**src/rtl/i2cr_pkg.sv**
```systemverilog
package i2cr_pkg;

    localparam int BYTE_W = 8;
    localparam int CNT_W  = 4;

    localparam logic [5:0] TGT_ADDR_HI = 6'b110000;

    localparam logic [BYTE_W-1:0] PTR_CTRL0 = 8'h00;
    localparam logic [BYTE_W-1:0] PTR_CTRL1 = 8'h01;
    localparam logic [BYTE_W-1:0] PTR_STAT  = 8'h02;

    localparam logic [BYTE_W-1:0] CTRL0_RST  = 8'h08;
    localparam logic [BYTE_W-1:0] CTRL1_RST  = 8'h09;
    localparam logic [BYTE_W-1:0] CTRL1_MASK = 8'h1F;
    localparam logic [BYTE_W-1:0] STAT_MASK  = 8'h6F;

    typedef enum logic [3:0] {
        ST_IDLE, ST_ADDR, ST_ADDR_ACK, ST_PTR, ST_PTR_ACK,
        ST_WDATA, ST_WDATA_ACK, ST_TX, ST_TX_ACK, ST_SKIP
    } bus_st_e;

    typedef struct packed {
        logic              vld;
        logic [BYTE_W-1:0] ptr;
        logic [BYTE_W-1:0] data;
    } wr_req_t;

    function automatic logic addr_hit(input logic [6:0] a, input logic lsb);
        return a == {TGT_ADDR_HI, lsb};
    endfunction

endpackage

```
**src/rtl/i2cr_line_sync.sv**
```systemverilog
module i2cr_line_sync #(
    parameter int STAGES = 2
) (
    input  logic clk,
    input  logic rst,
    input  logic scl_in,
    input  logic sda_in,
    output logic sda_s,
    output logic scl_rise,
    output logic scl_fall,
    output logic start_det,
    output logic stop_det
);
    logic [STAGES-1:0] scl_pipe, sda_pipe;
    logic scl_q, sda_q, scl_s;

    always_ff @(posedge clk) begin
        if (rst) begin
            scl_pipe <= '1;
            sda_pipe <= '1;
            scl_q    <= 1'b1;
            sda_q    <= 1'b1;
        end else begin
            scl_pipe <= {scl_pipe[STAGES-2:0], scl_in};
            sda_pipe <= {sda_pipe[STAGES-2:0], sda_in};
            scl_q    <= scl_pipe[STAGES-1];
            sda_q    <= sda_pipe[STAGES-1];
        end
    end

    assign scl_s     = scl_pipe[STAGES-1];
    assign sda_s     = sda_pipe[STAGES-1];
    assign scl_rise  = scl_s & ~scl_q;
    assign scl_fall  = ~scl_s & scl_q;
    assign start_det = scl_s & scl_q & sda_q & ~sda_s;
    assign stop_det  = scl_s & scl_q & ~sda_q & sda_s;
endmodule

```
**src/rtl/i2cr_bus_fsm.sv**
```systemverilog
module i2cr_bus_fsm
    import i2cr_pkg::*;
(
    input  logic              clk,
    input  logic              rst,
    input  logic              sda_s,
    input  logic              scl_rise,
    input  logic              scl_fall,
    input  logic              start_det,
    input  logic              stop_det,
    input  logic              addr_lsb,
    input  logic [BYTE_W-1:0] rd_data,
    output logic [BYTE_W-1:0] ptr,
    output wr_req_t           wr_req,
    output logic              sda_oe,
    output logic              status_read,
    output logic              bus_idle
);
    bus_st_e           st;
    logic [CNT_W-1:0]  cnt;
    logic [BYTE_W-1:0] sh, tx;
    logic              rw;

    assign bus_idle = (st == ST_IDLE);

    always_ff @(posedge clk) begin
        if (rst) begin
            st          <= ST_IDLE;
            cnt         <= '0;
            sh          <= '0;
            tx          <= '0;
            rw          <= 1'b0;
            ptr         <= '0;
            wr_req      <= '0;
            sda_oe      <= 1'b0;
            status_read <= 1'b0;
        end else begin
            wr_req.vld  <= 1'b0;
            status_read <= 1'b0;
            if (start_det) begin
                st     <= ST_ADDR;
                cnt    <= '0;
                sda_oe <= 1'b0;
            end else if (stop_det) begin
                st     <= ST_IDLE;
                sda_oe <= 1'b0;
            end else begin
                unique case (st)
                    ST_ADDR, ST_PTR, ST_WDATA: begin
                        if (scl_rise) begin
                            sh  <= {sh[BYTE_W-2:0], sda_s};
                            cnt <= cnt + 1'b1;
                        end else if (scl_fall && cnt == CNT_W'(BYTE_W)) begin
                            if (st == ST_ADDR) begin
                                if (addr_hit(sh[7:1], addr_lsb)) begin
                                    sda_oe <= 1'b1;
                                    rw     <= sh[0];
                                    st     <= ST_ADDR_ACK;
                                end else begin
                                    st <= ST_SKIP;
                                end
                            end else if (st == ST_PTR) begin
                                ptr    <= sh;
                                sda_oe <= 1'b1;
                                st     <= ST_PTR_ACK;
                            end else begin
                                wr_req <= '{vld: 1'b1, ptr: ptr, data: sh};
                                sda_oe <= 1'b1;
                                st     <= ST_WDATA_ACK;
                            end
                        end
                    end
                    ST_ADDR_ACK: begin
                        if (scl_fall) begin
                            cnt <= '0;
                            if (rw) begin
                                tx     <= rd_data;
                                sda_oe <= ~rd_data[BYTE_W-1];
                                st     <= ST_TX;
                            end else begin
                                sda_oe <= 1'b0;
                                st     <= ST_PTR;
                            end
                        end
                    end
                    ST_PTR_ACK: begin
                        if (scl_fall) begin
                            sda_oe <= 1'b0;
                            cnt    <= '0;
                            st     <= ST_WDATA;
                        end
                    end
                    ST_WDATA_ACK: begin
                        if (scl_fall) begin
                            sda_oe <= 1'b0;
                            st     <= ST_SKIP;
                        end
                    end
                    ST_TX: begin
                        if (scl_fall) begin
                            if (cnt == CNT_W'(BYTE_W - 1)) begin
                                sda_oe <= 1'b0;
                                st     <= ST_TX_ACK;
                            end else begin
                                cnt    <= cnt + 1'b1;
                                tx     <= {tx[BYTE_W-2:0], 1'b0};
                                sda_oe <= ~tx[BYTE_W-2];
                            end
                        end
                    end
                    ST_TX_ACK: begin
                        if (scl_rise) begin
                            status_read <= (ptr == PTR_STAT);
                            st          <= ST_SKIP;
                        end
                    end
                    default: ;
                endcase
            end
        end
    end
endmodule

```
**src/rtl/i2cr_regfile.sv**
```systemverilog
module i2cr_regfile
    import i2cr_pkg::*;
(
    input  logic              clk,
    input  logic              rst,
    input  wr_req_t           wr_req,
    input  logic [BYTE_W-1:0] rd_ptr,
    input  logic [BYTE_W-1:0] stat_in,
    output logic [BYTE_W-1:0] ctrl0,
    output logic [BYTE_W-1:0] ctrl1,
    output logic [BYTE_W-1:0] rd_data
);
    always_ff @(posedge clk) begin
        if (rst) begin
            ctrl0 <= CTRL0_RST;
            ctrl1 <= CTRL1_RST;
        end else if (wr_req.vld) begin
            if (wr_req.ptr == PTR_CTRL0) ctrl0 <= wr_req.data;
            if (wr_req.ptr == PTR_CTRL1) ctrl1 <= wr_req.data & CTRL1_MASK;
        end
    end

    always_comb begin
        unique case (rd_ptr)
            PTR_CTRL0: rd_data = ctrl0;
            PTR_CTRL1: rd_data = ctrl1;
            PTR_STAT:  rd_data = stat_in & STAT_MASK;
            default:   rd_data = '0;
        endcase
    end
endmodule

```
**src/rtl/i2c_supply_regs.sv**
```systemverilog
module i2c_supply_regs
    import i2cr_pkg::*;
#(
    parameter int SYNC_STAGES = 2
) (
    input  logic              clk,
    input  logic              rst,
    input  logic              scl_in,
    input  logic              sda_in,
    output logic              sda_oe,
    input  logic              addr_strap,
    input  logic [BYTE_W-1:0] stat_in,
    output logic [BYTE_W-1:0] ctrl0,
    output logic [BYTE_W-1:0] ctrl1,
    output logic              status_read
);
    logic sda_s, scl_rise, scl_fall, start_det, stop_det, bus_idle, wr_stb;
    logic [BYTE_W-1:0] ptr, rd_data;
    wr_req_t wr_req;

    assign wr_stb = wr_req.vld;

    i2cr_line_sync #(.STAGES(SYNC_STAGES)) u_sync (
        .clk(clk), .rst(rst), .scl_in(scl_in), .sda_in(sda_in),
        .sda_s(sda_s), .scl_rise(scl_rise), .scl_fall(scl_fall),
        .start_det(start_det), .stop_det(stop_det)
    );

    i2cr_bus_fsm u_fsm (
        .clk(clk), .rst(rst), .sda_s(sda_s), .scl_rise(scl_rise),
        .scl_fall(scl_fall), .start_det(start_det), .stop_det(stop_det),
        .addr_lsb(addr_strap), .rd_data(rd_data), .ptr(ptr),
        .wr_req(wr_req), .sda_oe(sda_oe), .status_read(status_read),
        .bus_idle(bus_idle)
    );

    i2cr_regfile u_regs (
        .clk(clk), .rst(rst), .wr_req(wr_req), .rd_ptr(ptr),
        .stat_in(stat_in), .ctrl0(ctrl0), .ctrl1(ctrl1), .rd_data(rd_data)
    );
endmodule

```
**config.mk**
```make
export PLATFORM = sky130hd
export DESIGN_NAME = i2c_supply_regs
export DESIGN_NICKNAME = d
export VERILOG_FILES = /design/src/rtl/i2cr_pkg.sv /design/src/rtl/i2cr_line_sync.sv /design/src/rtl/i2cr_bus_fsm.sv /design/src/rtl/i2cr_regfile.sv /design/src/rtl/i2c_supply_regs.sv
export SDC_FILE = /design/constraint.sdc
export NUM_CORES = 1
export LEC_CHECK = 0
export ABC_AREA = 1
export ABC_CLOCK_PERIOD_IN_PS = 3900
export BUFFER_PORTS_ARGS = -buffer_cell sky130_fd_sc_hd__buf_4
export CORE_MARGIN = 1
export CORE_UTILIZATION = 55
export CTS_CLUSTER_SIZE = 24
export DETAILED_ROUTE_END_ITERATION = 8
export GPL_ROUTABILITY_DRIVEN = 0
export PLACE_DENSITY = 0.73
export SYNTH_ARGS = -nofsm -noshare
export SYNTH_HDL_FRONTEND = slang
export SYNTH_SLANG_ARGS = --single-unit
```
**constraint.sdc**
```tcl
create_clock -name clk -period 3.9 [get_ports clk]
set_input_delay 0.78 -clock clk [delete_from_list [all_inputs] [get_ports clk]]
set_output_delay 0.78 -clock clk [all_outputs]
set_load 0.02 [all_outputs]
```
==> reports/metrics.csv, run 1 <==
metric;value;unit
Worst Path Class, Setup;reg2reg;
Sink Count;70;
register bit count reported by yosys;70;
clock-pin slew of the registers on the worst-case setup and hold paths;0.07;ns
Tmin final;2.05;ns
sequential-to-total area share from yosys stat;42.5;%
final cell count without fillers;560;
routed wire length;7220;µm
most frequent standard cell in the layout excluding fill and tap cells;nand2_1;
CTS root buf;clkbuf_8;
standard-cell rows;27;
CTS H-tree lvls;3;
Total Routing Usage GR;25.0;%
run status;finished clean;
insertion delay to the later sink of the worst-skew pair;0.33;ns
leak pwr;1.61;nW
routed length per placed instance;12.9;µm
crit end category;register;
Synth area leader;dfxtp_1;
Yosys warning total;0;
share of flip-flops with an asynchronous set or reset;0;%
CP max FO;11;
Synth top area share;42.5;%
Power Density;543;nW/µm²
required time of the critical path;4.12;ns
launch point of the worst hold path;u_sync.sda_pipe[0];
final-report setup violation count;0;
fraction of the cycle the final worst path needs;52.5;%
Worst setup startpoint;u_fsm.st[1];
Starting Density;58.5;%
# Post-CTS Setup Buffers;0;
Post-Synthesis Cell Area;3300;µm²
number of max-cap violations;0;
r2r startpoint;u_fsm.st[1];
placed cells;544;
actual transition at the worst max-transition pin;0.631;ns
die width;79.5;µm
global route total overflow;0;
antenna-violating nets left;0;
DR iter-0 viols;204;
CP max stage delay;0.52;ns
number of buffers on the longest clock path;2;
Finished Cell Area;3710;µm²
vertical die dimension;79.5;µm
vias in the first global route;2636;
number of unique standard cell types used by synthesis;34;
clock tree from TritonCTS;built;
total negative slack;0;ns
highest clock rate;488;MHz
average via count per standard cell;5.29;
post-route clock skew;0.00596;ns
post_cts resized;0;
final count of hold timing violations;0;
Startpoint Class;register;
overall via count from detail_route;2964;
cell-by-cell trace of the critical path;nand2_2 > inv_2 > nand2_1 > nand2_2 > inv_2 > nor2_1 > inv_1 > o21ai_0 > a21oi_1;
leading cell types in the layout, fill and taps excluded;87 x nand2_1, 70 x dfxtp_1, 52 x nor2_1;
number of antenna violations at the first check in global routing;0;
remaining design rule violation count;0;
count of inserted antenna diode cells;0;
number of flops mapped to enable cells by yosys;0;
DPL Wire Length;5230;µm
net total in the final layout;498;
Worst slew margin;57.8;%
count of pins over their slew limit;0;
worst vdd ir;338;µV
die area;6310;µm²
total CTS buffers;9;
commonest register cell after synthesis;dfxtp_1;
Core Area;5640;µm²
type of the tightest min-delay check;reg2reg;
PortBufs;25;
maximum number of pins on one net before global-route repair;33;
drt first pass iters;5;
Avg Cell Area, Syn;7.21;µm²
Post-CTS Hold Fix Bufs;0;
ratio of cells with drive above 1 in the final layout;18.2;%
unrepaired setup endpoints after global routing;no;
most area-consuming cells after synthesis;dfxtp_1 42%, nand2_1 9.9%, a21oi_1 6.5%;
Critical-path top delay cell;dfxtp_1;
critical path data arrival time;2.27;ns
wire length of the first global-routing pass;12000;µm
count of mapped cells out of synthesis;458;
number of I/O pins;31;
area of placed instances;3500;µm²
synthesis-to-finish area growth;12.5;%
## logic make-up (layout without fill, tap and decap cells)
kind of cell	after synthesis	in the layout	synth area share, %
AOI/OAI and AO/OA	115	115	19.4
xor gates and xnor gates	1	1	0.265
adders and majority gates	2	2	0.758
buffers and inverters	69	97	9.36
DFF	70	70	42.5
other	1	3	0.114
and+or+nand+nor	200	200	27.6
## cells in the mapped netlist (4+ instances only)
library cell  count
nand2_1          87
dfxtp_1          70
nor2_1           52
inv_1            44
a21oi_1          43
nand3_1          30
o21ai_1          26
o21ai_0          25
a21oi_2          13
inv_2             9
nand2_2           8
clkbuf_1          6
buf_4             4
nor2_2            4
nor3_1            4
or2_2             4
## stage by stage
stage	hold WS [ns]	utilization (%)	total power, mW	setup slack, ns
floorplan	0.389	-	1.27	2.27
global placement	0.391	62.0	1.37	1.80
detailed placement	0.400	62.0	1.39	1.77
CTS	0.408	65.8	2.02	1.85
global route	0.416	65.8	2.14	1.64
finish	0.410	65.8	2.01	1.85
## power by group
group	internal [mW]	switching, mW	total (mW)	leakage (nW)
Clock	0.376	0.260	0.636	0.110
Combinational	0.189	0.385	0.575	0.937
Sequential	0.752	0.0520	0.804	0.566
Total	1.32	0.697	2.01	1.61
## final cells by class
cell class                      instances  area (µm²)
Sequential cell                        70        1400
Clock inverter                          4        70.1
Tap cell                               72        90.1
Fill cell                             514        1930
Multi-Input combinational cell        321        1600
Clock buffer                           12         145
Timing Repair Buffer                   28         210
Inverter                               53         199
## worst paths after layout
kind	end	slack [ns]	cells past startpoint
min reg2reg	u_sync.sda_pipe[1]	0.41	1
max reg2reg	u_fsm.sh[7]	1.85	9
max	u_fsm.sh[7]	1.85	9
min	u_sync.sda_pipe[1]	0.41	1
## state kept, by name (all words and copies together) (netlist names)
name / count
u_fsm.cnt: 4
u_fsm.ptr: 8
u_fsm.rw: 1
u_fsm.sda_oe: 1
u_fsm.sh: 8
u_fsm.st: 4
u_fsm.status_read: 1
u_fsm.tx: 7
u_fsm.wr_req: 17
u_regs.ctrl0: 8
u_regs.ctrl1: 5
u_sync.scl_pipe: 2
u_sync.scl_q: 1
u_sync.sda_pipe: 2
u_sync.sda_q: 1
## metal layers
metal	share of wire [%]	routed length [µm]	global-route usage (%)	vias to the layer above
li1	-	-	-	1540
met1	50	3620	34.4	1341
met2	44	3170	37.6	75
met3	4.9	350	5.03	8
met4	1.1	80	10.7	0
met5	0	0	0	-
## critical path, delay by kind of cell (launching register included)
kind            cells  cell delay [ns]
buf+inv             3             0.37
compound gates      2             0.25
flops               1             0.52
simple gates        4             0.80
Power figures use the tool's default switching activity.
==> inputs of run 2 (changes only) <==
--- a/config.mk
+++ b/config.mk
@@ -6,7 +6,7 @@
 export NUM_CORES = 1
 export LEC_CHECK = 0
 export ABC_AREA = 1
-export ABC_CLOCK_PERIOD_IN_PS = 3900
+export ABC_CLOCK_PERIOD_IN_PS = 2000
 export BUFFER_PORTS_ARGS = -buffer_cell sky130_fd_sc_hd__buf_4
 export CORE_MARGIN = 1
 export CORE_UTILIZATION = 55
==> constraint.sdc (replaced) <==
create_clock -name clk -period 2 [get_ports clk]
set_input_delay 0.4 -clock clk [delete_from_list [all_inputs] [get_ports clk]]
set_output_delay 0.4 -clock clk [all_outputs]
set_load 0.02 [all_outputs]
==> run 2 against run 1 <==
Net effect:
- die area did not move
- utilization rose by 0.35 points
- flip-flop and latch count did not move
- combinational power rose by 93%
- critical endpoint is now u_fsm.ptr[2]
- fmax rose by 20%
- first-iteration DRC count rose by 7.8%
- critical path depth did not move
- via count fell by 1.5%
- sequential power rose by 94%
- clock skew rose by 0.0075 ns
==> reports/metrics.csv, run 2 (synthesized netlist as in run 1, its figures left out) <==
metric;value;unit
type of the tightest min-delay check;in2reg;
CTS root buf;clkbuf_8;
Tmin final;1.71;ns
worst vdd ir;766;µV
total CTS buffers;9;
number of max-cap violations;0;
clock-pin slew of the registers on the worst-case setup and hold paths;0.08;ns
global route total overflow;0;
critical path data arrival time;1.99;ns
Worst setup startpoint;u_fsm.cnt[0];
leak pwr;1.61;nW
ratio of cells with drive above 1 in the final layout;19.0;%
overall via count from detail_route;2920;
overall power after layout;3.85;mW
Startpoint Class;register;
Sink Count;70;
leading cell types in the layout, fill and taps excluded;87 x nand2_1, 70 x dfxtp_1, 52 x nor2_1;
CP max FO;10;
Total Routing Usage GR;25.4;%
synthesis-to-finish area growth;13.1;%
required time of the critical path;2.28;ns
clock tree from TritonCTS;built;
Largest register FFs;17;
Core Area;5640;µm²
routed wire length;7090;µm
placed cells;546;
Starting Density;58.5;%
final count of hold timing violations;0;
antenna-violating nets left;0;
maximum number of pins on one net before global-route repair;50;
routed length per placed instance;12.6;µm
run status;finished clean;
unrepaired setup endpoints after global routing;no;
average via count per standard cell;5.20;
total negative slack;0;ns
insertion delay to the later sink of the worst-skew pair;0.35;ns
die area;6310;µm²
final-report setup violation count;0;
DPL Wire Length;5220;µm
crit end category;register;
Post-CTS Hold Fix Bufs;0;
number of buffers on the longest clock path;2;
CTS H-tree lvls;3;
fraction of the cycle the final worst path needs;85.6;%
vertical die dimension;79.5;µm
number of I/O pins;31;
post_cts resized;0;
Power Density;1030;nW/µm²
number of antenna violations at the first check in global routing;0;
remaining design rule violation count;0;
highest clock rate;584;MHz
vias in the first global route;2802;
net total in the final layout;500;
die width;79.5;µm
wire length of the first global-routing pass;12400;µm
DR iter-0 viols;220;
PortBufs;25;
most frequent standard cell in the layout excluding fill and tap cells;nand2_1;
drt first pass iters;5;
# Post-CTS Setup Buffers;0;
standard-cell rows;27;
Worst Path Class, Setup;reg2reg;
post-route clock skew;0.0135;ns
register name with the most flops;u_fsm.wr_req;
r2r startpoint;u_fsm.cnt[0];
count of inserted antenna diode cells;0;
final cell count without fillers;562;
launch point of the worst hold path;scl_in;
count of pins over their slew limit;0;
Fillers;524;
## run 2: final cells by class
type / count / area [µm²] / area share, %
Clock inverter: 6 / 70.1 / 1.88
Timing Repair Buffer: 30 / 238 / 6.37
Inverter: 53 / 199 / 5.33
Sequential cell: 70 / 1400 / 37.5
Tap cell: 72 / 90.1 / 2.41
Clock buffer: 10 / 138 / 3.69
Multi-Input combinational cell: 321 / 1600 / 42.8
## run 2: final timing paths
kind                        end  slack [ns]  cells after the start
max reg2reg        u_fsm.ptr[2]        0.29                      9
min          u_sync.scl_pipe[0]        0.24                      2
min reg2reg  u_sync.sda_pipe[1]        0.40                      1
max                u_fsm.ptr[2]        0.29                      9
## run 2: through the flow
step | area (µm²) | hold WS (ns) | util (%) | worst slack [ns]
2_1_floorplan | 3310 | 0.389 | - | 0.529
3_3_place_gp | 3530 | 0.392 | 62.5 | 0.329
3_5_place_dp | 3530 | 0.399 | 62.5 | 0.307
4_1_cts | 3730 | 0.225 | 66.2 | 0.297
5_1_grt | 3730 | 0.229 | 66.2 | 0.0783
6_report | 3730 | 0.235 | 66.2 | 0.287
## run 2: power by group
group | switching (mW) | internal [mW]
Combinational | 0.741 | 0.369
Clock | 0.560 | 0.615
Sequential | 0.0982 | 1.47
Total | 1.40 | 2.45
## run 2: worst max-delay path, stage by stage, from the launching register on
cell and delay [ns]:
dfxtp_1 0.34, inv_1 0.08, ha_1 0.14, nand3_1 0.08
nor2_1 0.28, inv_1 0.11, nor2_1 0.18, buf_4 0.20
o21ai_0 0.10, a21oi_1 0.15
## run 2: metal layers
| metal | wire length (µm) | up-vias | track usage [%] |
|---|---|---|---|
| li1 | - | 1549 | - |
| met1 | 3400 | 1295 | 34.2 |
| met2 | 3230 | 66 | 39.4 |
| met3 | 357 | 10 | 4.11 |
| met4 | 102 | 0 | 12.2 |
| met5 | 0 | - | 0 |
